==> src/rtl/dreq_pkg.sv <==
package dreq_pkg;

  typedef enum logic [1:0] {
    ST_IDLE = 2'd0,
    ST_REQ  = 2'd1,
    ST_GAP  = 2'd2
  } dreq_state_e;

  localparam int unsigned LANES = 4;

  // bytes moved per bus cycle
  function automatic logic [2:0] beat_bytes(input logic wide);
    return wide ? 3'd4 : 3'd2;
  endfunction

  // bytes of real data carried by the next beat
  function automatic int unsigned take_bytes(input int unsigned rem, input logic wide);
    int unsigned bw;
    bw = wide ? 4 : 2;
    return (rem < bw) ? rem : bw;
  endfunction

  // lanes 0..n-1 enabled
  function automatic logic [LANES-1:0] lane_mask(input int unsigned n);
    case (n)
      0: return 4'b0000;
      1: return 4'b0001;
      2: return 4'b0011;
      3: return 4'b0111;
      default: return 4'b1111;
    endcase
  endfunction

endpackage

==> src/rtl/xfer_cnt.sv <==
module xfer_cnt
  import dreq_pkg::*;
#(
  parameter int ADDR_W  = 16,
  parameter int LEN_W   = 16,
  parameter int BURST_W = 12
) (
  input  logic               clk,
  input  logic               rst_n,
  input  logic               load,
  input  logic [ADDR_W-1:0]  ld_addr,
  input  logic [LEN_W-1:0]   ld_len,
  input  logic [BURST_W-1:0] ld_burst,
  input  logic               ld_wide,
  input  logic               step,
  output logic [ADDR_W-1:0]  addr,
  output logic [LEN_W-1:0]   rem,
  output logic               wide,
  output logic               last_beat,
  output logic               burst_end
);

  logic [ADDR_W-1:0]  addr_q;
  logic [LEN_W-1:0]   rem_q;
  logic [BURST_W-1:0] burst_cfg_q;
  logic [BURST_W-1:0] burst_left_q;
  logic               wide_q;
  logic [2:0]         bw;
  logic [ADDR_W-1:0]  align_mask;
  int unsigned        take;

  always_comb begin
    bw         = beat_bytes(wide_q);
    take       = take_bytes(32'(rem_q), wide_q);
    last_beat  = 32'(rem_q) <= 32'(bw);
    burst_end  = 32'(burst_left_q) <= 32'(bw);
    align_mask = ld_wide ? ~ADDR_W'(3) : ~ADDR_W'(1);
  end

  always_ff @(posedge clk or negedge rst_n) begin
    if (!rst_n) begin
      addr_q       <= '0;
      rem_q        <= '0;
      burst_cfg_q  <= '0;
      burst_left_q <= '0;
      wide_q       <= 1'b0;
    end else if (load) begin
      addr_q       <= ld_addr & align_mask;
      rem_q        <= ld_len;
      burst_cfg_q  <= ld_burst;
      burst_left_q <= ld_burst;
      wide_q       <= ld_wide;
    end else if (step) begin
      addr_q <= addr_q + ADDR_W'(bw);
      rem_q  <= rem_q - LEN_W'(take);
      if (burst_end) burst_left_q <= burst_cfg_q;
      else           burst_left_q <= burst_left_q - BURST_W'(bw);
    end
  end

  assign addr = addr_q;
  assign rem  = rem_q;
  assign wide = wide_q;

endmodule

==> src/rtl/dreq_ctrl.sv <==
module dreq_ctrl
  import dreq_pkg::*;
(
  input  logic clk,
  input  logic rst_n,
  input  logic start,
  input  logic len_nz,
  input  logic ack,
  input  logic last_beat,
  input  logic burst_end,
  output logic load,
  output logic step,
  output logic done,
  output logic req,
  output logic busy
);

  dreq_state_e state_q, state_d;

  always_comb begin
    state_d = state_q;
    load    = 1'b0;
    step    = 1'b0;
    done    = 1'b0;
    unique case (state_q)
      ST_IDLE: begin
        if (start && len_nz) begin
          load    = 1'b1;
          state_d = ST_REQ;
        end
      end
      ST_REQ: begin
        if (ack) begin
          step = 1'b1;
          if (last_beat) begin
            done    = 1'b1;
            state_d = ST_IDLE;
          end else if (burst_end) begin
            state_d = ST_GAP;
          end
        end
      end
      ST_GAP:  state_d = ST_REQ;
      default: state_d = ST_IDLE;
    endcase
  end

  always_ff @(posedge clk or negedge rst_n) begin
    if (!rst_n) state_q <= ST_IDLE;
    else        state_q <= state_d;
  end

  assign req  = (state_q == ST_REQ);
  assign busy = (state_q != ST_IDLE);

endmodule

==> src/rtl/lane_gen.sv <==
module lane_gen
  import dreq_pkg::*;
#(
  parameter int LEN_W = 16
) (
  input  logic             step,
  input  logic             write,
  input  logic             wide,
  input  logic [LEN_W-1:0] rem,
  output logic             mem_we,
  output logic             mem_re,
  output logic [LANES-1:0] mem_be
);

  logic [LANES-1:0] part_mask;
  logic [LANES-1:0] full_mask;

  always_comb begin
    part_mask = lane_mask(take_bytes(32'(rem), wide));
    full_mask = lane_mask(32'(beat_bytes(wide)));
    mem_we    = step && write;
    mem_re    = step && !write;
    if (!step)      mem_be = '0;
    else if (write) mem_be = part_mask;
    else            mem_be = full_mask;
  end

endmodule

==> src/rtl/burst_dreq_engine.sv <==
module burst_dreq_engine
  import dreq_pkg::*;
#(
  parameter int ADDR_W  = 16,
  parameter int LEN_W   = 16,
  parameter int BURST_W = 12
) (
  input  logic               clk,
  input  logic               rst_n,
  input  logic               cfg_start,
  input  logic [ADDR_W-1:0]  cfg_addr,
  input  logic               cfg_write,
  input  logic [BURST_W-1:0] cfg_burst,
  input  logic [LEN_W-1:0]   cfg_len,
  input  logic               cfg_wide,
  input  logic               cfg_req_hi,
  input  logic               cfg_ack_hi,
  input  logic               cfg_eot_ie,
  input  logic               eot_clr,
  input  logic               dma_ack,
  output logic               dma_req,
  output logic               busy,
  output logic [ADDR_W-1:0]  mem_addr,
  output logic               mem_we,
  output logic               mem_re,
  output logic [3:0]         mem_be,
  output logic               eot_flag,
  output logic               irq
);

  // internal events, named for the checker
  logic             load, step, done, req_int, ack_int;
  logic             last_beat, burst_end, wide;
  logic             write_q;
  logic [LEN_W-1:0] rem;

  assign ack_int = cfg_ack_hi ? dma_ack : ~dma_ack;
  assign dma_req = cfg_req_hi ? req_int : ~req_int;

  dreq_ctrl u_ctrl (
    .clk       (clk),
    .rst_n     (rst_n),
    .start     (cfg_start),
    .len_nz    (|cfg_len),
    .ack       (ack_int),
    .last_beat (last_beat),
    .burst_end (burst_end),
    .load      (load),
    .step      (step),
    .done      (done),
    .req       (req_int),
    .busy      (busy)
  );

  xfer_cnt #(.ADDR_W(ADDR_W), .LEN_W(LEN_W), .BURST_W(BURST_W)) u_cnt (
    .clk       (clk),
    .rst_n     (rst_n),
    .load      (load),
    .ld_addr   (cfg_addr),
    .ld_len    (cfg_len),
    .ld_burst  (cfg_burst),
    .ld_wide   (cfg_wide),
    .step      (step),
    .addr      (mem_addr),
    .rem       (rem),
    .wide      (wide),
    .last_beat (last_beat),
    .burst_end (burst_end)
  );

  always_ff @(posedge clk or negedge rst_n) begin
    if (!rst_n)    write_q <= 1'b0;
    else if (load) write_q <= cfg_write;
  end

  lane_gen #(.LEN_W(LEN_W)) u_lane (
    .step   (step),
    .write  (write_q),
    .wide   (wide),
    .rem    (rem),
    .mem_we (mem_we),
    .mem_re (mem_re),
    .mem_be (mem_be)
  );

  always_ff @(posedge clk or negedge rst_n) begin
    if (!rst_n)       eot_flag <= 1'b0;
    else if (done)    eot_flag <= 1'b1;
    else if (eot_clr) eot_flag <= 1'b0;
  end

  assign irq = eot_flag & cfg_eot_ie;

endmodule

==> config.mk <==
export PLATFORM = sky130hd
export DESIGN_NAME = burst_dreq_engine
export DESIGN_NICKNAME = d
export VERILOG_FILES = /design/src/rtl/dreq_pkg.sv /design/src/rtl/xfer_cnt.sv /design/src/rtl/dreq_ctrl.sv /design/src/rtl/lane_gen.sv /design/src/rtl/burst_dreq_engine.sv
export SDC_FILE = /design/constraint.sdc
export NUM_CORES = 1
export LEC_CHECK = 0
export ABC_AREA = 1
export CORE_UTILIZATION = 53
export DETAILED_ROUTE_END_ITERATION = 7
export PLACE_DENSITY = 0.88
export SYNTH_ARGS = -nofsm -noshare
export SYNTH_HDL_FRONTEND = slang
export SYNTH_HIERARCHICAL = 1
export SYNTH_SLANG_ARGS = --single-unit
==> constraint.sdc <==
create_clock -name clk -period 3.3 [get_ports clk]
set_clock_uncertainty 0.05 [all_clocks]
set_input_delay 0.495 -clock clk [delete_from_list [all_inputs] [get_ports clk]]
set_output_delay 0.495 -clock clk [all_outputs]
set_load 0.01 [all_outputs]
# After elaboration in Yosys (flattened, before gate mapping)
# Index checks and enable logic that the tools add are counted.
totals:
  register_bits: 61
  in_bits: 54
  wordCells: 72
classes:
  add_sub_neg: 3
  order_cmp: 3
  n_eq_ne: 11
  mux: 31
  bitwise_logic: 4
  reduce_logical: 12
ops:
  columns: ["operator", "count"]
  rows:
  - ["two-way mux 16 bit", 5]
  - ["== test 32 x 2 -> 1 bit (second input constant)", 2]
  - ["two-way mux 12 bit", 3]
  - ["== test 32 x 1 -> 1 bit (second input constant)", 1]
  - ["zero test 32 bit", 1]
  - ["one-hot mux 4 bit (4 select lines)", 2]
  - ["adder 16 x 3 -> 16 bit", 1]
  - ["AND 16 bit", 1]
  - ["less-or-equal comparator 16 x 3 -> 1 bit", 1]
  - ["< comparator 16 x 3 -> 1 bit", 1]
  - ["OR reduction 16 bit", 1]
  - ["subtractor 16 bit", 1]
  - ["less-or-equal comparator 12 x 3 -> 1 bit", 1]
  - ["subtractor 12 x 3 -> 12 bit", 1]
  - ["two-way mux 1 bit", 11]
  - ["two-way mux 2 bit", 5]
  - ["two-way mux 4 bit", 2]
  - ["== test 3 x 2 -> 1 bit (second input constant)", 2]
  - ["two-way mux 3 bit", 2]
  - ["one-hot mux 2 bit (3 select lines)", 1]
  - ["nonzero test 2 bit", 3]
  - ["!= test 2 x 1 -> 1 bit (second input constant)", 2]
  - ["== test 3 x 1 -> 1 bit (second input constant)", 1]
  - ["logical AND 1 bit", 3]
  - ["other kinds (9)", 10]

# Logic depth before layout (Yosys ltp)
# Gate-level depths: netlist of the first run.
depth:
  word_depth: 7
  mapped_depth: 16
  ltp_nobuf: 16

# Modules after synthesis
# The synthesis of the first run kept the hierarchy.
modules_own_cells:
  columns: ["mod", "n_inst", "cells_each", "area_each_um2", "seq_area_each_um2"]
  rows:
  - ["xfer_cnt", 1, 469, 3537.1, 1401.3]
  - ["lane_gen", 1, 41, 202.7, 0.0]
  - ["dreq_ctrl", 1, 24, 158.9, 50.0]
  - ["burst_dreq_engine", 1, 26, 155.1, 50.0]

# Least setup slack after synthesis of the first run
# Ideal clock, no wire load.
synth_path:
  path_kind: "register to register"
  from: "register u_cnt.wide_q, in the netlist u_cnt/wide"
  to: "register u_cnt.rem_q[12], in the netlist u_cnt/rem[12]"
  setup_ps: 121
  arrival_ps: 2454
  t_required_ps: 3129
  path_slack_ps: 674
  stages_incl_launch_ff: 16
  path_buffers: 0
  synth_period_minus_slack_ps: 2626
  cell_sequence: "dfrtp_1 -> inv_1 -> ha_1 -> inv_1 -> o2111ai_2 -> nand2_1 -> o21ai_2 -> inv_1 -> fa_1 -> inv_1 -> nand2_1 -> nand2_1 -> inv_1 -> a21o_1 -> nand3_1 -> nand2_1"
synth_via:
  elab_chain_cells: 6
synth_lines:
  columns: ["element", "line", "text"]
  rows:
  - ["start: declaration", "xfer_cnt.sv:27", "logic wide_q;"]
  - ["start signal: assignment", "xfer_cnt.sv:52", "wide_q <= ld_wide;"]
  - ["two-way mux 3 bit (*)", "dreq_pkg.sv:19", "bw = wide ? 4 : 2;"]
  - ["< comparator 16 x 3 -> 1 bit", "dreq_pkg.sv:20", "return (rem < bw) ? rem : bw;"]
  - ["two-way mux 16 bit (*)", null, null]
  - ["subtractor 16 bit (*)", "xfer_cnt.sv:55", "rem_q <= rem_q - LEN_W'(take);"]
  - ["two-way mux 16 bit (*)", "xfer_cnt.sv:53", "end else if (step) begin"]
  - ["two-way mux 16 bit (*)", "xfer_cnt.sv:47", "end else if (load) begin"]
  - ["end signal: assignment", "xfer_cnt.sv:49", "rem_q <= ld_len;"]
  - ["end signal: assignment", "xfer_cnt.sv:55", null]
  - ["end: declaration", "xfer_cnt.sv:24", "logic [LEN_W-1:0] rem_q;"]
# Mark *: on every way between the ends. The rest lies on a longest branch, timed or not. The select of a mux whose other input is x is not followed.
# A chain may end at the register's enable or synchronous reset.

# Final worst setup path of the first run
layout_path:
  from: "register u_cnt.wide_q, in the netlist u_cnt/wide"
  to: "output port mem_be[0]"
layout_via:
  elab_chain_cells: 7
layout_lines:
  columns: ["element", "line", "text"]
  rows:
  - ["two-way mux 3 bit", "dreq_pkg.sv:13, dreq_pkg.sv:19", null]
  - ["< comparator 16 x 3 -> 1 bit", "dreq_pkg.sv:20", null]
  - ["two-way mux 16 bit", "dreq_pkg.sv:20", null]
  - ["== test 32 x 2 -> 1 bit (tied with other cells)", "dreq_pkg.sv:25", "case (n)"]
  - ["one-hot mux 4 bit (4 select lines)", "dreq_pkg.sv:25", null]
  - ["two-way mux 4 bit (*)", "lane_gen.sv:24", "else if (write) mem_be = part_mask;"]
  - ["two-way mux 4 bit (*)", "lane_gen.sv:23", "if (!step) mem_be = '0;"]
  - ["end: declaration", "burst_dreq_engine.sv:26", "output logic [3:0] mem_be,"]
# Mark *: on every way between the ends. The rest lies on a longest branch, timed or not.

==> flow_metrics.env, run 1 <==
export IMPL_outcome="completed"
export IMPL_final_common_cell="nand2_1"
export IMPL_clk_latency_ns=0.34
export IMPL_gp_congestion=0.869
export IMPL_crit_type="reg2out"
export IMPL_holdWs_ns=0.207
export IMPL_fp_dieW_um=89.5
export IMPL_power_density_nw_per_um2=911
export IMPL_cp_arrival_ns=2.52
export IMPL_clk_pin_slew_ns=0.06
export IMPL_rr_startpoint="u_cnt/rem[1]"
export IMPL_rsz0062_at_grt="no"
export IMPL_place_ws_ns=0.346
export IMPL_final_util_pct=69.4
export IMPL_hold_path_class="in2async"
export IMPL_ys_flop_type="dfrtp_1"
export IMPL_synth_avg_cell_area_um2=7.24
export IMPL_antenna_left=0
export IMPL_fin_crit_ns=3.06
export IMPL_synthXorXnorAreaFrac_pct=3.02
export IMPL_hold_buffers=0
export IMPL_fp_dieH_um=89.5
export IMPL_port_buffers=77
export IMPL_placedCellCount=731
export IMPL_hpwl_um=7500
export IMPL_r2r_end="u_cnt/rem[7]"
export IMPL_cts_tree="yes"
export IMPL_fin_tns_setup_ns=0
export IMPL_fin_crit_sh_pct=92.8
export IMPL_grt_total_usage_pct=28.8
export IMPL_fmax_mhz=326
export IMPL_start_util_pct=55.3
export IMPL_cp_required_ns=2.75
export IMPL_ir_drop_mv=0.508
export IMPL_drive_above_1_share_pct=9.13
export IMPL_clkSinkCount=60
export IMPL_ys_warn_count=6
export IMPL_h_tree_depth=3
export IMPL_r2r_slack_ns=0.51
export IMPL_synth_enable_flop_cells=0
export IMPL_leakage_nw=2.39
export IMPL_dr_total_vias=4130
export IMPL_overflow=0
export IMPL_final_cell_mix="143 x nand2_1, 79 x nor2_1, 76 x clkdlybuf4s50_1"
export IMPL_relSlewSlack_pct=42.0
export IMPL_synth_compound_area_share_pct=14.2
export IMPL_synthMuxAreaShare_pct=0
export IMPL_ys_seq_elements=60
export IMPL_grt_pass1_vias=3999
export IMPL_layout_setup_ws_ns=0.236
export IMPL_setup_violations=0
export IMPL_cp_end_kind="output port"
export IMPL_grt_max_degree=38
export IMPL_reg2regPathDepth=12
export IMPL_die_area_um2=8000
export IMPL_viasPerCell=5.54
export IMPL_n_antenna_cell=0
export IMPL_clk_path_buf_depth=2
export IMPL_synth_simple_area_share_pct=33.0
export IMPL_area_growth_pct=25.5
export IMPL_dr_pass1_iters=5
export IMPL_row_count=31
export IMPL_slew_violations=0
export IMPL_startpoint_type="register"
export IMPL_yosysSeqAreaShare_pct=37.0
export IMPL_finalNonFillerCells=745
export IMPL_wl_um=10700
export IMPL_tightest_slew_ns=0.869
export IMPL_async_reset_ff_share_pct=100
export IMPL_io_pins=80
export IMPL_coreArea_um2=7330
export IMPL_drt_wirelength_per_cell_um=14.3
export IMPL_cts_buffers=9
export IMPL_post_cts_buffers=0
export IMPL_cp_max_fo=6
export IMPL_synth_fa_ha_area_share_pct=4.26
export IMPL_cts_resized=0
export IMPL_synth_top_family_by_area="simple AND/OR/NAND/NOR gates"
export IMPL_finalHoldViolations=0
export IMPL_synth_cell_types=43
export IMPL_grt_antenna_before_repair=0
export IMPL_syn_inst=560
export IMPL_syn_area_um2=4050
export IMPL_initialDrtViolationCount=333
export IMPL_cap_violations=0
export IMPL_drc=0
export IMPL_num_nets_final=709
export IMPL_cts_root_buffer="clkbuf_8"
export IMPL_grt_pass1_wl_um=17500
sequential cells by signal (all words and copies together), names as in the netlist:
name,flops
u_ctrl/state_q,2
u_cnt/addr,15
u_cnt/rem,16
write_q,1
eot_flag,1
u_cnt/burst_cfg_q,12
u_cnt/burst_left_q,12
u_cnt/wide,1
layout make-up:
cell class,count,area [um^2]
inverter,68,255
clock inverter,3,15.0
fill,600,2240
timing repair buffer,86,833
clock buffer,11,141
multi-input combinational,418,2220
sequential,60,1500
tap,99,124
cell usage after synthesis, types with 5 or more instances:
master | count | share of area, %
nand2_1 | 143 | 13
nor2_1 | 80 | 7.4
inv_1 | 63 | 5.8
dfrtp_1 | 60 | 37
nand3_1 | 38 | 4.7
o21ai_0 | 24 | 3.0
a21oi_1 | 15 | 1.9
nand4_1 | 12 | 1.9
a22oi_1 | 10 | 1.9
buf_2 | 9 | 1.1
ha_1 | 9 | 2.8
xor2_1 | 9 | 1.9
o211ai_1 | 7 | 1.3
o21ai_1 | 7 | 0.86
nor2_4 | 6 | 1.7
inv_2 | 5 | 0.46
nand3_2 | 5 | 1.2
xnor2_1 | 5 | 1.1
through the flow:
stage	total power [W]	cell area, um^2
floorplan	0.00318	4060
global placement	0.00387	4930
detailed placement	0.00399	4930
CTS	0.00459	5090
global route	0.00502	5090
finish	0.00463	5090
critical path: stages (launching register included):
cell	delay [ns]
dfrtp_1	0.39
buf_4	0.18
inv_1	0.07
ha_1	0.19
nor2_1	0.09
nand2_1	0.09
nor2_4	0.16
nand3_2	0.09
nand2_1	0.06
nand2_1	0.06
nor2_1	0.14
nand2_1	0.07
nand2_1	0.07
nand2_1	0.05
clkdlybuf4s50_1	0.46
worst max-delay path by stage:
| stage | start | end | slack, ns | depth (start not counted) |
|---|---|---|---|---|
| 4_1_cts | u_cnt/wide | mem_be[0] | 0.26 | 14 |
| 6_report | u_cnt/wide | mem_be[0] | 0.24 | 14 |
| 3_5_place_dp | dma_ack | mem_be[0] | 0.35 | 8 |
| 3_3_place_gp | dma_ack | mem_be[0] | 0.39 | 8 |
| 2_1_floorplan | u_cnt/wide | u_cnt/rem[12] | 0.67 | 15 |
| 5_1_grt | u_cnt/wide | mem_be[0] | 0.07 | 14 |
report_power, final:
group | internal, W | leakage [nW] | total, W | switching [W]
clock network | 0.000281 | 0.0848 | 0.000569 | 0.000289
logic | 0.00104 | 1.58 | 0.00262 | 0.00158
registers | 0.00109 | 0.731 | 0.00144 | 0.000357
per-layer routing:
metal	vias up	track usage, %	routed length, um
met4	0	9.67	112
met2	188	49.8	5130
li1	1990	-	-
met3	11	4.80	871
met1	1941	36.6	4560
met5	-	0	0
cell families after synthesis:
kind of cell             Yosys count
adder cells (fa/ha/maj)           12
XOR/XNOR                          14
AO/OA/AOI/OAI                     89
buffers and inverters             83
flip-flops                        60
AND/OR/NAND/NOR                  301
other                              1
(Power assumes the default switching activity.)
==> inputs of run 2 (changes only) <==
--- a/config.mk
+++ b/config.mk
@@ -7,6 +7,7 @@
 export LEC_CHECK = 0
 export ABC_AREA = 1
 export CORE_UTILIZATION = 53
+export CTS_CLUSTER_SIZE = 40
 export DETAILED_ROUTE_END_ITERATION = 7
 export PLACE_DENSITY = 0.88
 export SYNTH_ARGS = -nofsm -noshare
==> results of run 2 <==
The final DEF is identical to that of run 1; final timing and power are the same.
==> inputs of run 3 (changes only) <==
--- a/config.mk
+++ b/config.mk
@@ -7,7 +7,6 @@
 export LEC_CHECK = 0
 export ABC_AREA = 1
 export CORE_UTILIZATION = 53
-export CTS_CLUSTER_SIZE = 40
 export DETAILED_ROUTE_END_ITERATION = 7
 export PLACE_DENSITY = 0.88
 export SYNTH_ARGS = -nofsm -noshare
==> results of run 3 <==
The final DEF is identical to that of run 1; final timing and power are the same.
